--- src/rtl/slew_pkg.sv ---
// Shared sizing for the slew rate controller.
// Assumes the largest step (2^(2^STEP_SEL_W - 1)) fits in the code width.
package slew_pkg;
    localparam int CODE_W     = 16;
    localparam int STEP_SEL_W = 3;
    localparam int RATE_SEL_W = 4;
endpackage

--- src/rtl/slew_tick_gen.sv ---
// Prescaler that produces step ticks while a ramp is active.
// Assumes: the counter restarts whenever no ramp is active, so the first
// tick of a ramp comes 2^rate_sel cycles after it starts.
module slew_tick_gen #(
    parameter int RATE_SEL_W = slew_pkg::RATE_SEL_W
) (
    input  logic                  clk,
    input  logic                  rst_n,
    input  logic                  busy,
    input  logic [RATE_SEL_W-1:0] rate_sel,
    output logic                  tick
);
    localparam int CNT_W = 1 << RATE_SEL_W;

    logic [CNT_W-1:0] cnt_q;
    logic [CNT_W-1:0] limit;

    // Terminal count for the selected divide ratio.
    always_comb limit = (CNT_W'(1) << rate_sel) - CNT_W'(1);

    assign tick = busy && (cnt_q >= limit);

    // Count cycles between ticks; hold at zero while idle.
    always_ff @(posedge clk) begin
        if (!rst_n)             cnt_q <= '0;
        else if (!busy || tick) cnt_q <= '0;
        else                    cnt_q <= cnt_q + CNT_W'(1);
    end
endmodule

--- src/rtl/slew_step_unit.sv ---
// Combinational step calculator: moves the current code one step toward
// the destination and clamps at the destination.
// Assumes: the step select is small enough that the step fits CODE_W bits.
module slew_step_unit #(
    parameter int CODE_W     = slew_pkg::CODE_W,
    parameter int STEP_SEL_W = slew_pkg::STEP_SEL_W
) (
    input  logic [CODE_W-1:0]     cur,
    input  logic [CODE_W-1:0]     goal,
    input  logic [STEP_SEL_W-1:0] step_sel,
    output logic [CODE_W-1:0]     nxt
);
    logic              rising;
    logic [CODE_W-1:0] gap;
    logic [CODE_W-1:0] step_w;

    // Choose the direction, measure the gap and clamp the last step.
    always_comb begin
        rising = goal > cur;
        gap    = rising ? (goal - cur) : (cur - goal);
        step_w = CODE_W'(1) << step_sel;
        if (gap <= step_w) nxt = goal;
        else if (rising)   nxt = cur + step_w;
        else               nxt = cur - step_w;
    end
endmodule

--- src/rtl/slew_target_ctl.sv ---
// Destination register with clear, restore, freeze and load handling.
// Priority: clear > control write (freeze) > restore > load.
// Assumes: strobes are one cycle wide; clr_req is a level.
module slew_target_ctl #(
    parameter int CODE_W = slew_pkg::CODE_W
) (
    input  logic              clk,
    input  logic              rst_n,
    input  logic [CODE_W-1:0] tgt_code,
    input  logic              tgt_load,
    input  logic              ctl_write,
    input  logic              clr_req,
    input  logic              restore_pulse,
    input  logic [CODE_W-1:0] out_code,
    output logic [CODE_W-1:0] goal_q,
    output logic [CODE_W-1:0] goal_nxt
);
    logic [CODE_W-1:0] saved_q;
    logic              armed_q;

    // Next destination under the request priority.
    always_comb begin
        if (clr_req)                         goal_nxt = '0;
        else if (ctl_write)                  goal_nxt = out_code;
        else if (restore_pulse && armed_q)   goal_nxt = saved_q;
        else if (tgt_load)                   goal_nxt = tgt_code;
        else                                 goal_nxt = goal_q;
    end

    // Register the destination.
    always_ff @(posedge clk) begin
        if (!rst_n) goal_q <= '0;
        else        goal_q <= goal_nxt;
    end

    // Record the pre-clear destination on the first clear cycle and track restore eligibility.
    always_ff @(posedge clk) begin
        if (!rst_n) begin
            saved_q <= '0;
            armed_q <= 1'b0;
        end else if (clr_req) begin
            if (!armed_q) saved_q <= goal_q;
            armed_q <= 1'b1;
        end else if (!ctl_write && (restore_pulse || tgt_load)) begin
            armed_q <= 1'b0;
        end
    end

    // a clear forces the destination to zero.
    a_r5_clear_to_zero: assert property (@(posedge clk) disable iff (!rst_n)
        clr_req |=> goal_q == '0);

    // after a clear, the destination holds until something changes it.
    a_r6_hold_after_clear: assert property (@(posedge clk) disable iff (!rst_n)
        (armed_q && !clr_req && !tgt_load && !restore_pulse && !ctl_write)
        |=> goal_q == $past(goal_q));

    // a restore without a preceding clear leaves the destination alone.
    a_r7_restore_unarmed: assert property (@(posedge clk) disable iff (!rst_n)
        (restore_pulse && !armed_q && !clr_req && !ctl_write && !tgt_load)
        |=> $stable(goal_q));
endmodule

--- src/rtl/slew_ramp_ctrl.sv ---
// Top of the slew rate controller. Drives the converter code either
// straight from the destination or in clamped steps paced by the prescaler.
// Assumes: synchronous active-low reset; strobes last one cycle.
module slew_ramp_ctrl #(
    parameter int CODE_W     = slew_pkg::CODE_W,
    parameter int STEP_SEL_W = slew_pkg::STEP_SEL_W,
    parameter int RATE_SEL_W = slew_pkg::RATE_SEL_W
) (
    input  logic                  clk,
    input  logic                  rst_n,
    input  logic [CODE_W-1:0]     tgt_code,
    input  logic                  tgt_load,
    input  logic                  ramp_en,
    input  logic [RATE_SEL_W-1:0] rate_sel,
    input  logic [STEP_SEL_W-1:0] step_sel,
    input  logic                  ctl_write,
    input  logic                  clr_req,
    input  logic                  restore_pulse,
    output logic [CODE_W-1:0]     out_code,
    output logic                  ramp_busy
);
    logic [CODE_W-1:0] goal_q;
    logic [CODE_W-1:0] goal_nxt;
    logic [CODE_W-1:0] step_nxt;
    logic              tick;

    slew_target_ctl #(.CODE_W(CODE_W)) u_target (
        .clk(clk), .rst_n(rst_n), .tgt_code(tgt_code), .tgt_load(tgt_load),
        .ctl_write(ctl_write), .clr_req(clr_req), .restore_pulse(restore_pulse),
        .out_code(out_code), .goal_q(goal_q), .goal_nxt(goal_nxt)
    );

    slew_tick_gen #(.RATE_SEL_W(RATE_SEL_W)) u_tick (
        .clk(clk), .rst_n(rst_n), .busy(ramp_busy), .rate_sel(rate_sel), .tick(tick)
    );

    slew_step_unit #(.CODE_W(CODE_W), .STEP_SEL_W(STEP_SEL_W)) u_step (
        .cur(out_code), .goal(goal_q), .step_sel(step_sel), .nxt(step_nxt)
    );

    assign ramp_busy = ramp_en && (out_code != goal_q);

    // Update the driven code: direct, frozen, or one step per tick.
    always_ff @(posedge clk) begin
        if (!rst_n)         out_code <= '0;
        else if (!ramp_en)  out_code <= goal_nxt;
        else if (ctl_write) out_code <= out_code;
        else if (tick)      out_code <= step_nxt;
    end

    // with ramping off, a load appears at the next edge.
    a_r1_direct_load: assert property (@(posedge clk) disable iff (!rst_n)
        (!ramp_en && tgt_load && !clr_req && !ctl_write && !restore_pulse)
        |=> out_code == $past(tgt_code));

    // a step moves by exactly the selected size unless it lands on the destination.
    a_r2_step_size: assert property (@(posedge clk) disable iff (!rst_n)
        (ramp_en && tick && !ctl_write)
        |=> (out_code == $past(goal_q)) ||
            ((out_code > $past(out_code) ? out_code - $past(out_code)
                                         : $past(out_code) - out_code)
             == (CODE_W'(1) << $past(step_sel))));

    // a step never passes the destination.
    a_r3_no_overshoot: assert property (@(posedge clk) disable iff (!rst_n)
        (ramp_en && tick && !ctl_write)
        |=> (out_code >= $past(out_code) && out_code <= $past(goal_q)) ||
            (out_code <= $past(out_code) && out_code >= $past(goal_q)));

    // a control write freezes the code and ends the ramp.
    a_r8_freeze: assert property (@(posedge clk) disable iff (!rst_n)
        (ramp_en && ctl_write && !clr_req)
        |=> (out_code == $past(out_code)) && !ramp_busy);

    // an idle, enabled ramp with no requests keeps the code still.
    a_r4_idle_stable: assert property (@(posedge clk) disable iff (!rst_n)
        (ramp_en && !ramp_busy && !tgt_load && !clr_req && !restore_pulse && !ctl_write)
        |=> $stable(out_code));
endmodule

--- config.mk ---
export PLATFORM = sky130hd
export DESIGN_NAME = slew_ramp_ctrl
export DESIGN_NICKNAME = d
export VERILOG_FILES = /design/src/rtl/slew_pkg.sv /design/src/rtl/slew_tick_gen.sv /design/src/rtl/slew_step_unit.sv /design/src/rtl/slew_target_ctl.sv /design/src/rtl/slew_ramp_ctrl.sv
export SDC_FILE = /design/constraint.sdc
export NUM_CORES = 1
export LEC_CHECK = 0
export CAP_MARGIN = 20
export CORE_MARGIN = 10
export CORE_UTILIZATION = 43
export DETAILED_ROUTE_END_ITERATION = 8
export PLACE_DENSITY = 0.68
export SLEW_MARGIN = 10
export SYNTH_ARGS = -nofsm -noshare
export SYNTH_HDL_FRONTEND = slang
export SYNTH_SLANG_ARGS = --single-unit
export TNS_END_PERCENT = 1
--- constraint.sdc ---
create_clock -name clk -period 6.4 [get_ports clk]
set_input_delay 1.28 -clock clk [delete_from_list [all_inputs] [get_ports clk]]
set_output_delay 1.28 -clock clk [all_outputs]
set_load 0.01 [all_outputs]
==> Word-level counts from Yosys, hierarchy flattened <==
Cells that the tools add are included.
Widths: inputs -> output; s select.
{ "op_classes": {"add_sub_neg": 6, "magnitude_cmp": 3, "eq_ne": 3, "shift": 2, "mux": 12, "n_bitwise": 2, "reduce_logical": 12} }
{ "ops": {"columns": ["operator", "count"], "rows": [
  ["$mux 16", 10],
  ["$sub 16x16->16", 3],
  ["$add 16x1->16 const B", 1],
  ["$add 16x16->16", 1],
  ["$ge 16x16->1", 1],
  ["$gt 16x16->1", 1],
  ["$le 16x16->1", 1],
  ["$ne 16x16->1", 1],
  ["$shl 1x3->16 const A", 1],
  ["$shl 1x4->16 const A", 1],
  ["$sub 16x2->16 const B", 1],
  ["$logic_and 1x1->1", 4],
  ["$reduce_and 2->1", 2],
  ["$logic_not 1->1", 2],
  ["$logic_or 1x1->1", 2],
  ["$mux 1", 2],
  ["$ne 2x1->1 const B", 1],
  ["$ne 2x2->1 const B", 1],
  ["$not 1->1", 2],
  ["$reduce_bool 2->1", 1],
  ["$reduce_or 2->1", 1]
]} }
{ "totals": {"ff_bits": 65, "input_bits": 30, "out_inout_bits": 17, "word_cells": 45} }

==> Longest topological paths before layout <==
{ "depth": {"word_depth": 7, "mapped_depth": 25, "depth_no_buf": 23} }

==> Modules after synthesis <==
From an unflattened synthesis, not the netlist that was laid out.
{ "unflattened": {"cells_unflattened": 846, "area_unflattened_um2": 7005.5} }
{ "modules_own_cells": {"columns": ["module", "n_inst", "cells_each", "area_per_inst_um2", "seq_area_each_um2"], "rows": [
  ["slew_step_unit", 1, 396, 2882.8, 0.0],
  ["slew_target_ctl", 1, 187, 1856.8, 660.6],
  ["slew_tick_gen", 1, 151, 1221.2, 320.3],
  ["slew_ramp_ctrl", 1, 112, 1044.8, 320.3]
]} }

==> Worst setup path after synthesis <==
Ideal clock, no wire load.
{ "synth_path": {"kind": "input port to flip-flop", "start": "input rate_sel[0]", "end": "register out_code[9]", "setup_ns": 0.136, "arrival_time_ns": 4.901, "required_ns": 6.264, "slack_ns": 1.363, "path_stages": 16, "n_path_buf": 3, "path_cell_list": "clkbuf_1 -> or2_2 -> or3_1 -> ha_1 -> clkbuf_1 -> nor4b_1 -> a21oi_1 -> o22a_1 -> ha_1 -> nand4_1 -> or2_2 -> o41ai_1 -> a31oi_1 -> buf_2 -> a21oi_1 -> o32ai_1"} }
{ "synth_via": {"elab_chain_cells": 6} }
{ "synth_rtl": {"columns": ["element", "line_no", "text"], "rows": [
  ["from (decl)", "slew_ramp_ctrl.sv:14", "input logic [RATE_SEL_W-1:0] rate_sel,"],
  ["$shl 1x4->16", "slew_tick_gen.sv:19", "always_comb limit = (CNT_W'(1) << rate_sel) - CNT_W'(1);"],
  ["$sub 16x2->16", "slew_tick_gen.sv:19", null],
  ["$ge 16x16->1", "slew_tick_gen.sv:21", "assign tick = busy && (cnt_q >= limit);"],
  ["$logic_and 1x1->1", "slew_tick_gen.sv:21", null],
  ["$ne 2x1->1 (no source line)", null, null],
  ["$reduce_and 2->1 (no source line)", null, null],
  ["to (signal assigned)", "slew_ramp_ctrl.sv:46", "else if (!ramp_en) out_code <= goal_nxt;"],
  ["to (signal assigned)", "slew_ramp_ctrl.sv:47", "else if (ctl_write) out_code <= out_code;"],
  ["to (signal assigned)", "slew_ramp_ctrl.sv:48", "else if (tick) out_code <= step_nxt;"],
  ["to (decl)", "slew_ramp_ctrl.sv:19", "output logic [CODE_W-1:0] out_code,"]
]} }
No other way between the ends.
A chain may end at the register's enable or synchronous reset.

==> Worst setup path after layout <==
{ "layout_path": {"start": "register out_code[10]", "end": "register out_code[14]"} }
{ "layout_via": {"elab_chain_cells": 7, "elab_cells_between_ends": 17, "cone_classes": "4 x add/sub; 2 x order compare; 2 x eq/ne; 6 x mux; 3 x reduce/logical"} }
{ "layout_rtl": {"columns": ["element", "line_no", "text"], "rows": [
  ["$sub 16x16->16 or $gt 16x16->1 (tied branches)", "slew_step_unit.sv:20, slew_step_unit.sv:19", null],
  ["$mux 16", "slew_step_unit.sv:20", "gap = rising ? (goal - cur) : (cur - goal);"],
  ["$le 16x16->1", "slew_step_unit.sv:22", "if (gap <= step_w) nxt = goal;"],
  ["$mux 16", "slew_step_unit.sv:22", null],
  ["$mux 16", "slew_ramp_ctrl.sv:48", null],
  ["$mux 16", "slew_ramp_ctrl.sv:47", null],
  ["$mux 16", "slew_ramp_ctrl.sv:46", null]
]} }
Several ways; a longest one is shown, not always the timed one. The select of a mux whose other input is x is not followed.

==> results.md <==
* Number of synthesized flops with an enable pin at 0
* CTS tree: done
* Worst Setup Start Kind: flop
* # port buffers at 46
* Clk buf depth at 2
* H-Tree Depth at 3
* Worst slew margin at 31.2%
* Synth Register Bits at 65
* Tot GR Track Use at between 15 and 20%
* R2r worst-path depth at 20
* Root buffer cell: clkbuf_16
* Predominant post-synthesis flop cell: dfxtp_1
* Slowest cell on crit path: a21oi_4
* Die X at roughly 140 um
* Met1 WL at 8590 um
* Post-DR wirelength/cell at about 16 um
* YS warnings at 0
* Gpl congestion at just over 0.9
* Number of antenna violations at the first check in global routing at 0
* Ant diodes at 0
* Core Area at between 10000 and 15000 um2
* CP startpoint: out_code[10]$_SDFFE_PN0P_
* Outcome: completed
* Worst path arrival time at around 6 ns
* Worst Tran Pin Value at roughly 1.0 ns
* Most frequent cells in the layout: 90 x a21oi_1, 74 x nor2_1, 74 x ha_1
* CP Capture Point: out_code[14]$_SDFFE_PN0P_
* Avg Inst Size Synth at 7.66 um2
* Leakage Power at 0.00297 uW
* Setup Total Neg Slack at 0 ns
* Share of layout cells above drive strength 1 at under 10%
* # resized after CTS at 0
* Cts hold-fix bufs at 0
* DRC errors left at 0
* Final Cell Area at between 7000 and 8000 um2
* Delay-heaviest family, CP: compound AO/OA/AOI/OAI gates
* TritonCTS Buffers at 9
* Rows at 44
* Hpwl dp at between 10000 and 15000 um
* Avg Vias per Cell at 5.68
* Routed via count at 5810
* Post-synth ARST share at 0%
* # clock sinks at 65
* Distinct cells, synth at 68
* Worst skew pair latency at between 0.3 and 0.4 ns
* Clock-pin slew on the worst setup and hold paths at around 0.050 ns
* Max Fanout on Critical Path at 25
* Vias in the first global route at 5368
* Grt ovf at 0
* Hold Vio Cnt, Final at 0
* Hold path startpoint: u_target.saved_q[6]$_SDFFE_PN0P_
* Reg2reg start: out_code[10]$_SDFFE_PN0P_
* Sequential cell area fraction in the yosys report at between 20% and 30%
* Hold WC Path Type: flop to flop
* Area delta synth->final at 13.0%
* # nets final at approximately 950
* Postcts setup bufs at 0
* Top layer in use: met4
* Worst Setup Path Type: flop to flop
* Met2 routed WL at about 7200 um
* Post-Syn Nets at 926
* Syn Inst Count at around 800
* Ports at 47
* Critical path cell sequence: inv_1 > ha_1 > nand2_2 > nor4_4 > o311ai_2 > a21oi_4 > inv_4 > o311a_1 > a21oi_1 > xnor2_1 > ha_1 > a211o_1 > a21oi_1 > a31oi_1 > or4_1 > o22ai_1 > o21a_1 > and4_1 > nor2_1 > a221o_1
* Mapped Area at approximately 6300 um2
* Nature of the critical path endpoint: flop
* R2r endpoint: out_code[14]$_SDFFE_PN0P_
* Non-filler cells, final at roughly 1000
* Largest net degree at the start of global routing at roughly 40
* DRT iter0 DRCs at roughly 430
* Post-Place Cell Area at about 7000 um2
* DR WL met3 at 806 um
* First-pass GRT wire length at roughly 28000 um
* CP required at 6.62 ns
* Final Max Slew Viols at 0
* Hold slack at approximately 0.45 ns
* CP max stage delay at ~0.60 ns
* Die area at 19800 um2
* Max IR drop VDD at 0.185 mV
* Placed Cells incl. Taps at a little over 1000
* Fin crit period at between 5 and 6 ns
* Commonest non-fill, non-tap cell in the layout: a21oi_1
* Layout Skew at 0.00422 ns
* Final period util at 89.3%
* R2r setup slk at between 0.6 and 0.7 ns
* Die height at roughly 140 um
* RSZ-0062 raised after global routing: false
* Fmax at between 0.15 and 0.2 GHz
* Stages on worst setup path at 20
* Aggregate routed wire length at between 15000 and 20000 um
* Max Cap Violations at 0
* Pwr dens at approximately 250 nW/um2
* Count of final setup violators at 0
* Initial Util at between 40% and 50%
* Detail Route Antenna Nets at 0
* CP bufs+invs at 2
* DRT Pass-1 Iters at 5
-- worst min-delay path: stages (launching register included) --
cell and delay, ns:
dfxtp_1 0.30, nand2_1 0.05, a21oi_1 0.05
-- state kept, by name (all words and copies together) (netlist names) --
register and count:
u_tick.cnt_q 16, out_code 16, u_target.armed_q 1, u_target.goal_q 16, u_target.saved_q 16
-- worst min-delay path by stage --
stage / end / slack [ns] / cells after the start
2_1_floorplan: u_target.saved_q[0]$_SDFFE_PN0P_ / 0.44 / 2
3_3_place_gp: u_target.saved_q[1]$_SDFFE_PN0P_ / 0.44 / 2
3_5_place_dp: u_target.saved_q[6]$_SDFFE_PN0P_ / 0.45 / 2
4_1_cts: u_target.saved_q[11]$_SDFFE_PN0P_ / 0.46 / 2
5_1_grt: u_target.saved_q[11]$_SDFFE_PN0P_ / 0.47 / 2
6_report: u_target.saved_q[6]$_SDFFE_PN0P_ / 0.45 / 2
-- per-layer routing --
metal | track usage (%) | vias to the layer above
met2 | 24.7 | 159
met4 | 4.29 | 0
li1 | - | 2975
met3 | 1.98 | 14
met5 | 0 | -
met1 | 24.3 | 2662
-- synthesized netlist by cell type (all sizes together), types with 6 or more instances --
library cell | n | area [um2]
nand2 | 68 | 263
o21bai | 6 | 45.0
o31ai | 6 | 58.8
nand3 | 21 | 105
a21oi | 96 | 518
buf | 13 | 81.3
o21a | 10 | 75.1
mux2i | 29 | 290
o21ai | 36 | 180
a21o | 26 | 195
o22ai | 7 | 43.8
ha | 74 | 926
xor2 | 22 | 193
inv | 54 | 205
nor2b | 9 | 56.3
clkbuf | 32 | 120
a21boi | 7 | 52.6
nor3 | 34 | 170
nor2 | 74 | 278
xnor2 | 19 | 166
a211oi | 23 | 173
dfxtp | 65 | 1300
nand2b | 8 | 50.1
-- through the flow --
| step | utilization (%) | total power, uW | setup WS (ns) |
|---|---|---|---|
| after floorplan | - | 1110 | 1.36 |
| after global placement | 47.2 | 1290 | 0.885 |
| after detailed placement | 47.2 | 1300 | 0.751 |
| after CTS | 49.1 | 1770 | 0.725 |
| after global routing | 49.1 | 1880 | 0.372 |
| final | 49.1 | 1770 | 0.683 |
-- cell families (layout without fill, tap and decap cells) --
kind of cell    after synthesis  in the layout  share of synthesized area (%)
simple gates                246            246                           18.6
compound gates              259            259                           27.6
buf+inv                      99            119                           6.48
xor+xnor                     41             41                           5.72
mux                          31             31                           5.04
flops                        65             65                           20.7
fa+ha+maj                    77             77                           15.7
other cells                   1              1                         0.0598
-- power by group --
part | switching, uW | leakage [uW] | total (uW) | internal (uW)
Clock | 163 | 0.000133 | 466 | 303
Sequential | 22.4 | 0.000527 | 440 | 418
Combinational | 494 | 0.00231 | 863 | 369
-- area by class of cell --
cell class | count | area [um2]
flip-flops and latches | 65 | 1300
multi-input cells | 655 | 4570
clock inverters | 1 | 30.0
inverters | 54 | 205
clock buffers | 11 | 243
fillers | 1416 | 7330
repair buffers | 53 | 513
well taps | 184 | 230
Power figures use the tool's default switching activity.
